### config.mk
export PLATFORM = sky130hd
export DESIGN_NAME = kmx_scanner
export DESIGN_NICKNAME = d
export VERILOG_FILES = /design/src/rtl/kmx_pkg.sv /design/src/rtl/kmx_sync.sv /design/src/rtl/kmx_seq.sv /design/src/rtl/kmx_store.sv /design/src/rtl/kmx_scanner.sv
export SDC_FILE = /design/constraint.sdc
export NUM_CORES = 1
export LEC_CHECK = 0
export BUFFER_PORTS_ARGS = -buffer_cell sky130_fd_sc_hd__buf_2
export CAP_MARGIN = 30
export CORE_ASPECT_RATIO = 1.5
export CORE_MARGIN = 3
export CORE_UTILIZATION = 53
export CTS_CLUSTER_DIAMETER = 200
export DETAILED_ROUTE_END_ITERATION = 8
export PLACE_DENSITY = 0.86
export SLEW_MARGIN = 20
export SYNTH_ARGS = -nofsm -noshare
export SYNTH_HDL_FRONTEND = slang
export SYNTH_SLANG_ARGS = --single-unit
### constraint.sdc
create_clock -name clk -period 2.5 [get_ports clk]
set_input_delay 0.375 -clock clk [delete_from_list [all_inputs] [get_ports clk]]
set_output_delay 0.375 -clock clk [all_outputs]
set_load 0.01 [all_outputs]
### src/rtl/kmx_pkg.sv
package kmx_pkg;

   typedef enum logic [0:0] {
      SEQ_IDLE = 1'b0,
      SEQ_SCAN = 1'b1
   } seq_state_e;

   // counter width that never collapses to zero bits
   function automatic int unsigned cnt_width(input int unsigned n);
      return (n <= 1) ? 1 : $clog2(n);
   endfunction

endpackage

### src/rtl/kmx_sync.sv
module kmx_sync #(
   parameter int unsigned W      = 2,
   parameter int unsigned STAGES = 2
) (
   input  logic         clk,
   input  logic         rst_n,
   input  logic [W-1:0] d,
   output logic [W-1:0] q
);
   generate
      if (STAGES == 0) begin : g_bypass
         assign q = d;
      end else begin : g_chain
         logic [W-1:0] stg_q [STAGES];
         always_ff @(posedge clk or negedge rst_n) begin
            if (!rst_n) begin
               for (int i = 0; i < int'(STAGES); i++) stg_q[i] <= '0;
            end else begin
               stg_q[0] <= d;
               for (int i = 1; i < int'(STAGES); i++) stg_q[i] <= stg_q[i-1];
            end
         end
         assign q = stg_q[STAGES-1];
      end
   endgenerate
endmodule

### src/rtl/kmx_seq.sv
module kmx_seq
   import kmx_pkg::*;
#(
   parameter int unsigned HALF_SRC = 8,
   parameter int unsigned SUB_CYC  = 4,
   localparam int unsigned IDXW    = cnt_width(HALF_SRC),
   localparam int unsigned SUBW    = cnt_width(SUB_CYC)
) (
   input  logic            clk,
   input  logic            rst_n,
   input  logic            scan_en,
   input  logic            frame_stb,
   input  logic            slot_stb,
   output logic            active,
   output logic [IDXW-1:0] src_idx,
   output logic            half,
   output logic            sample,
   output logic            commit
);
   seq_state_e      st_q;
   logic [IDXW-1:0] idx_q;
   logic [SUBW-1:0] sub_q;
   logic            half_q;
   logic            last_sub, last_src, go;

   assign last_sub = (sub_q == SUBW'(SUB_CYC - 1));
   assign last_src = (idx_q == IDXW'(HALF_SRC - 1));
   assign go       = scan_en && !frame_stb;

   assign active  = (st_q == SEQ_SCAN);
   assign src_idx = idx_q;
   assign half    = half_q;
   assign sample  = go && active && last_sub;
   assign commit  = sample && last_src;

   always_ff @(posedge clk or negedge rst_n) begin
      if (!rst_n) begin
         st_q   <= SEQ_IDLE;
         idx_q  <= '0;
         sub_q  <= '0;
         half_q <= 1'b0;
      end else if (!scan_en) begin
         st_q   <= SEQ_IDLE;
         idx_q  <= '0;
         sub_q  <= '0;
         half_q <= 1'b0;
      end else if (frame_stb) begin
         st_q  <= SEQ_IDLE;
         idx_q <= '0;
         sub_q <= '0;
      end else if (st_q == SEQ_IDLE) begin
         if (slot_stb) begin
            st_q  <= SEQ_SCAN;
            idx_q <= '0;
            sub_q <= '0;
         end
      end else if (last_sub) begin
         sub_q <= '0;
         if (last_src) begin
            st_q   <= SEQ_IDLE;
            idx_q  <= '0;
            half_q <= ~half_q;
         end else begin
            idx_q <= idx_q + 1'b1;
         end
      end else begin
         sub_q <= sub_q + 1'b1;
      end
   end
endmodule

### src/rtl/kmx_store.sv
module kmx_store #(
   parameter int unsigned HALF_SRC = 8,
   parameter int unsigned NRET     = 2,
   localparam int unsigned HALF_BITS = HALF_SRC * NRET,
   localparam int unsigned KEY_BITS  = 2 * HALF_BITS
) (
   input  logic                clk,
   input  logic                rst_n,
   input  logic                sample,
   input  logic                commit,
   input  logic                half,
   input  logic [NRET-1:0]     ret_s,
   output logic [KEY_BITS-1:0] key_mem
);
   logic [HALF_BITS-1:0] shadow_q;
   logic [HALF_BITS-1:0] shadow_nxt;

   // newest pair enters at the top; after a full half the first source sits at the bottom
   generate
      if (HALF_SRC == 1) begin : g_one
         assign shadow_nxt = ret_s;
      end else begin : g_many
         assign shadow_nxt = {ret_s, shadow_q[HALF_BITS-1:NRET]};
      end
   endgenerate

   always_ff @(posedge clk or negedge rst_n) begin
      if (!rst_n)      shadow_q <= '0;
      else if (sample) shadow_q <= shadow_nxt;
   end

   generate
      for (genvar h = 0; h < 2; h++) begin : g_half
         always_ff @(posedge clk or negedge rst_n) begin
            if (!rst_n)
               key_mem[h*HALF_BITS +: HALF_BITS] <= '0;
            else if (commit && (half == 1'(h)))
               key_mem[h*HALF_BITS +: HALF_BITS] <= shadow_nxt;
         end
      end
   endgenerate
endmodule

### src/rtl/kmx_scanner.sv
module kmx_scanner #(
   parameter int unsigned NSRC        = 16,
   parameter int unsigned NRET        = 2,
   parameter int unsigned SUB_CYC     = 4,
   parameter int unsigned SYNC_STAGES = 2
) (
   input  logic                   clk,
   input  logic                   rst_n,
   input  logic                   scan_en,
   input  logic                   frame_stb,
   input  logic                   slot_stb,
   input  logic [NRET-1:0]        key_ret,
   output logic [NSRC-1:0]        src_drive,
   output logic [NSRC*NRET-1:0]   key_bytes
);
   localparam int unsigned HALF_SRC  = NSRC / 2;
   localparam int unsigned HALF_BITS = HALF_SRC * NRET;
   localparam int unsigned KEY_BITS  = NSRC * NRET;
   localparam int unsigned IDXW      = kmx_pkg::cnt_width(HALF_SRC);

   generate
      if (NSRC < 2 || (NSRC % 2) != 0) begin : g_bad_nsrc
         $error("NSRC must be even and at least 2");
      end
      if (NRET < 1) begin : g_bad_nret
         $error("NRET must be at least 1");
      end
      if ((HALF_BITS % 8) != 0) begin : g_bad_bytes
         $error("each half must fill whole bytes");
      end
      if (SUB_CYC <= SYNC_STAGES) begin : g_bad_sub
         $error("SUB_CYC must exceed SYNC_STAGES so the sample sees its own source");
      end
   endgenerate

   logic [NRET-1:0] ret_s;
   logic            active_w, half_w, sample_w, commit_w;
   logic [IDXW-1:0] idx_w;

   kmx_sync #(.W(NRET), .STAGES(SYNC_STAGES)) u_sync (
      .clk   (clk),
      .rst_n (rst_n),
      .d     (key_ret),
      .q     (ret_s)
   );

   kmx_seq #(.HALF_SRC(HALF_SRC), .SUB_CYC(SUB_CYC)) u_seq (
      .clk       (clk),
      .rst_n     (rst_n),
      .scan_en   (scan_en),
      .frame_stb (frame_stb),
      .slot_stb  (slot_stb),
      .active    (active_w),
      .src_idx   (idx_w),
      .half      (half_w),
      .sample    (sample_w),
      .commit    (commit_w)
   );

   kmx_store #(.HALF_SRC(HALF_SRC), .NRET(NRET)) u_store (
      .clk     (clk),
      .rst_n   (rst_n),
      .sample  (sample_w),
      .commit  (commit_w),
      .half    (half_w),
      .ret_s   (ret_s),
      .key_mem (key_bytes)
   );

   generate
      for (genvar h = 0; h < 2; h++) begin : g_drv_half
         for (genvar j = 0; j < int'(HALF_SRC); j++) begin : g_drv_src
            assign src_drive[h*HALF_SRC + j] =
               active_w && (half_w == 1'(h)) && (idx_w == IDXW'(j));
         end
      end
   endgenerate
endmodule

# Word level (Yosys, flattened, before mapping)
# Index checks and enable logic that the tools add are counted.
[word_totals]
out_inout_bits = 48
in_bits = 7
wordCells = 76
ff_bits = 59
[classes]
add_sub_neg = 2
n_eq_ne = 14
bitwise = 1
mux = 22
reduce_logical = 28
[ops]
columns = ["operator", "count"]
rows = [
  ["1-bit logical AND", 24],
  ["3-bit 2-to-1 mux", 6],
  ["3-bit == test (second input constant)", 4],
  ["1-bit 2-to-1 mux", 11],
  ["2-bit 2-to-1 mux", 5],
  ["3-bit by 2-bit == test with 1-bit output (second input constant)", 2],
  ["2-bit by 1-bit inequality test with 1-bit output (second input constant)", 3],
  ["4-bit by 1-bit inequality test with 1-bit output (second input constant)", 1],
  ["4-bit inequality test (second input constant)", 1],
  ["4-bit AND reduction", 1],
  ["3-bit by 1-bit adder with 3-bit output (second input constant)", 1],
  ["3-bit by 1-bit == test with 1-bit output (second input constant)", 1],
  ["3-bit zero test", 1],
  ["2-bit by 1-bit adder with 2-bit output (second input constant)", 1],
  ["2-bit == test (second input constant)", 1],
  ["2-bit inequality test (second input constant)", 1],
  ["2-bit AND reduction", 1],
  ["1-bit zero test", 1],
  ["1-bit NOT", 1],
]

# Logic depth before layout (Yosys ltp)
[logic_depth]
word_depth = 6
mapped_depth = 6
depth_no_buf = 5

# Hierarchy
# Synthesis repeated with hierarchy kept, for this count alone.
[hier_totals]
hier_cells = 170
hier_area_um2 = 2488.6
[by_module_without_submodules]
columns = ["mod", "instances", "cells_per_inst", "area_per_inst_um2", "seq_area_each_um2"]
rows = [
  ["kmx_store", 1, 98, 1769.2, 1151.1],
  ["kmx_seq", 1, 39, 414.1, 175.2],
  ["kmx_scanner", 1, 27, 190.2, 0.0],
  ["kmx_sync", 1, 6, 115.1, 100.1],
]

# Worst setup path after synthesis
# OpenSTA, ideal clock, no wires.
[synth_timing]
kind = "register -> register"
startpoint = "register u_seq.idx_q[0] (netlist: u_seq.src_idx[0])"
endpoint = "register u_store.key_mem[10]"
period_less_slack_ns = 1.867
n_path_buf = 1
required_time_ns = 2.375
setup_time_ns = 0.125
setup_slack_ns = 0.633
arrival_ns = 1.742
stages_incl_launch_ff = 7
cell_sequence = "dfrtp_1 ha_1 ha_1 nand4b_4 nor3b_4 buf_8 mux2_2"
[synth_between]
elab_chain_cells = 3
[synth_lines]
columns = ["item", "line", "source"]
rows = [
  ["start, declared", "kmx_seq.sv:21", "logic [IDXW-1:0] idx_q;"],
  ["start signal, assigned", "kmx_seq.sv:64", "idx_q <= idx_q + 1'b1;"],
  ["3-bit == test", "kmx_seq.sv:27", "assign last_src = (idx_q == IDXW'(HALF_SRC - 1));"],
  ["1-bit logical AND", "kmx_seq.sv:34", "assign commit = sample && last_src;"],
  ["1-bit logical AND", "kmx_store.sv:37", "else if (commit && (half == 1'(h)))"],
  ["end signal, assigned by index", "kmx_store.sv:38", "key_mem[h*HALF_BITS +: HALF_BITS] <= shadow_nxt;"],
  ["end, declared", "kmx_store.sv:13", "output logic [KEY_BITS-1:0] key_mem"],
]
# No other way between the ends.
# A chain may end at the register's enable or synchronous reset.

# Worst setup path in the final report
[layout_timing]
startpoint = "register u_seq.idx_q[1] (netlist: u_seq.src_idx[1])"
endpoint = "register u_store.key_mem[5]"
# The elaborated chain is that of the path after synthesis.

==> flow_summary.yaml <==
detailed_routing:
  drt_iter0_drc: 31
  drc: 0
  num_vias: 1496
  wl_met2_um: 2212
  ant_nets: 0
  drtPass1Iterations: 4
  avgViaCountPerCell: 5.268
  wl_met1_um: 1794
  wire_per_inst_um: 15.32
  routed.top_layer: "met4"
  dr_wl_met3_um: 285
  drt-total-wl_um: 4350
placement:
  hpwl_um: 2953
  gp_congestion: 0.8496
  dp_cells: 269
  portBuffers: 54
clocking:
  cts_hold_buf: 0
  numCtsBuffers: 9
  clk_latency_ns: 0.32
  cts-resized-gates: 0
  cts.sinks: 57
  cts_setup_buffers: 0
  cts_tree: "built"
  path_clk_slew_ns: 0.06
  ctsLongestPathBuffers: 2
  htree_levels: 3
  cts-root-buf: "clkbuf_8"
synthesis:
  syn-num-nets: 184
  syn_inst: 170
  synth_area_per_cell_sq_um: 13.95
  synth.cell_area_sq_um: 2371
  synth-seq-cells: 57
  synth_top_area_cell: "dfrtp_1"
  synth_top_area_frac: 0.6016
  ys_seq_area_frac: 0.6016
  ys.warnings.count: 0
  synth_cell_types: 25
  ys_top_cells_by_area: "dfrtp_1 60%, mux2_2 22%, ha_1 3.7%"
finish:
  nFillCells: 315
  regArea_sq_um: 1426
  drive_above_1_share: 0.5168
  diodes: 0
  syn2layout_area_growth_pct: 23.11
  multi_input_area_sq_um: 889.6
  fin_cells: 284
  final_nets: 248
critical_path:
  setup.worst_path.class: "reg -> reg"
  crit_fanout: 16
  worst_setup_path_start_kind: "flop"
  end_kind: "flop"
  worst_ep_required_time_ns: 2.70
  arrival_ns: 2.18
die:
  die_w_um: 60.61
  rows: 29
  die_h_um: 87.92
  initial_core_util: 0.5538
  core-area_sq_um: 4282
  pin_count: 55
  die_area_sq_um: 5329
sta:
  final.setup.tns_ns: 0
  rsz0062_at_grt: "no"
  period_needed_ns: 1.980
  relSlewSlack: 0.4987
  maxSlewViolCount: 0
  worst_pin_slew_ns: 0.7480
  setup_viol: 0
  max_freq_ghz: 0.5051
  hold_viol_final: 0
  finClkSkew_ns: 0.005615
  period_share: 0.7920
power_and_ir_drop:
  vdd_drop_max_uv: 528.9
  power.density_nw_per_um2: 638.2
  p_leak_nw: 1.616
  p_total_mw: 1.863
worst_hold_path:
  holdCritPathClass: "in -> async"
grt:
  overflow: 0
  track_usage: 0.1847
  antenna_found_initial: 0
  grt_pass1_wl_um: 7120
  first_global_vias: 1524
  grt_max_degree: 35
outcome:
  status: "finished, final reports clean"
flow_run:
  cap_viol_max_count: 0
[state kept, by name, indices dropped and copies added, names as in the netlist]
name                  cells
u_seq.half                1
u_store.shadow_q         14
u_seq.active              1
u_sync.g_chain.stg_q      2
u_seq.src_idx             3
u_sync.q                  2
u_store.key_mem          32
u_seq.sub_q               2
[synth_stat cells]
| cell type | instances |
|---|---|
| dfrtp_1 | 57 |
| mux2_2 | 46 |
| nor2_1 | 19 |
| nand2_1 | 8 |
| ha_1 | 7 |
| inv_1 | 5 |
| nand2b_1 | 4 |
| a21oi_1 | 3 |
| o21ai_0 | 3 |
| buf_2 | 2 |
| nand4_1 | 2 |
| a22oi_1 | 1 |
| a311oi_1 | 1 |
| and2_1 | 1 |
| and2b_2 | 1 |
| buf_4 | 1 |
| buf_8 | 1 |
| clkbuf_1 | 1 |
| mux2i_1 | 1 |
| nand3b_1 | 1 |
| nand4b_1 | 1 |
| nand4b_4 | 1 |
| nor2_2 | 1 |
| nor3b_4 | 1 |
| xnor2_1 | 1 |
[power by group]
part	internal, mW	total (mW)	switching (mW)
logic	0.0114	0.0382	0.0268
clock network	0.562	0.893	0.331
registers	0.927	0.932	0.00459
[worst max-delay path, stage by stage (launching register included)]
cell and delay, ns:
dfrtp_1 0.41, ha_1 0.20, ha_1 0.25, nand4b_4 0.16
nor3b_4 0.19, buf_4 0.28, mux2_2 0.37
[metal layers]
layer,track usage,vias to the layer above
met5,0,-
met4,0.07692,0
met3,0.06342,7
met2,0.2950,48
met1,0.2261,727
li1,-,714
[stage by stage]
stage                     hold WS (ns)  instance area, sq um  worst slack, ns  utilization
after detailed placement        0.3381                  2705           0.5247       0.6318
after CTS                      0.03829                  2919           0.5072       0.6818
after global routing           0.06899                  2919           0.4111       0.6818
after floorplan                0.07941                  2371           0.6329            -
final                          0.04677                  2919           0.5201       0.6818
after global placement          0.3329                  2705           0.5790       0.6318
[cell type report]
class                      instances  area share
tap                               46     0.01972
clock buffer                      13     0.06129
sequential                        57      0.4886
multi-input combinational        103      0.3048
timing repair buffer              58      0.1072
clock inverter                     2     0.01200
inverter                           5    0.006429
[cells by family after synthesis]
logic type                 synth area share
AOI/OAI and AO/OA                   0.01952
buffers and inverters               0.02322
xor gates and xnor gates           0.003695
muxes                                0.2227
DFF                                  0.6016
and+or+nand+nor                     0.09235
adders and majority gates           0.03694
[cells in the final DEF, fill, tap and decap left out, types with 2 or more instances in the layout]
cell type,instances
nand2b_1,4
ha_1,7
a21oi_1,3
o21ai_0,3
buf_4,3
inv_1,5
clkbuf_8,13
nand2_1,8
dfrtp_1,57
nand4_1,2
buf_2,54
mux2_2,46
nor2_1,19
[final timing paths]
path / startpoint / endpoint / slack, ns / cells past startpoint
max: u_seq.src_idx[1] / u_store.key_mem[5] / 0.52 / 6
min: rst_n / u_store.key_mem[16] / 0.05 / 1
max reg2reg: u_seq.src_idx[1] / u_store.key_mem[5] / 0.52 / 6
min reg2reg: u_sync.g_chain.stg_q[2] / u_sync.q[0] / 0.35 / 0
max in group asynchronous: rst_n / u_store.key_mem[8] / 1.88 / 2
min in group clk: key_ret[1] / u_sync.g_chain.stg_q[3] / 0.16 / 1
Power figures use the tool's default switching activity.
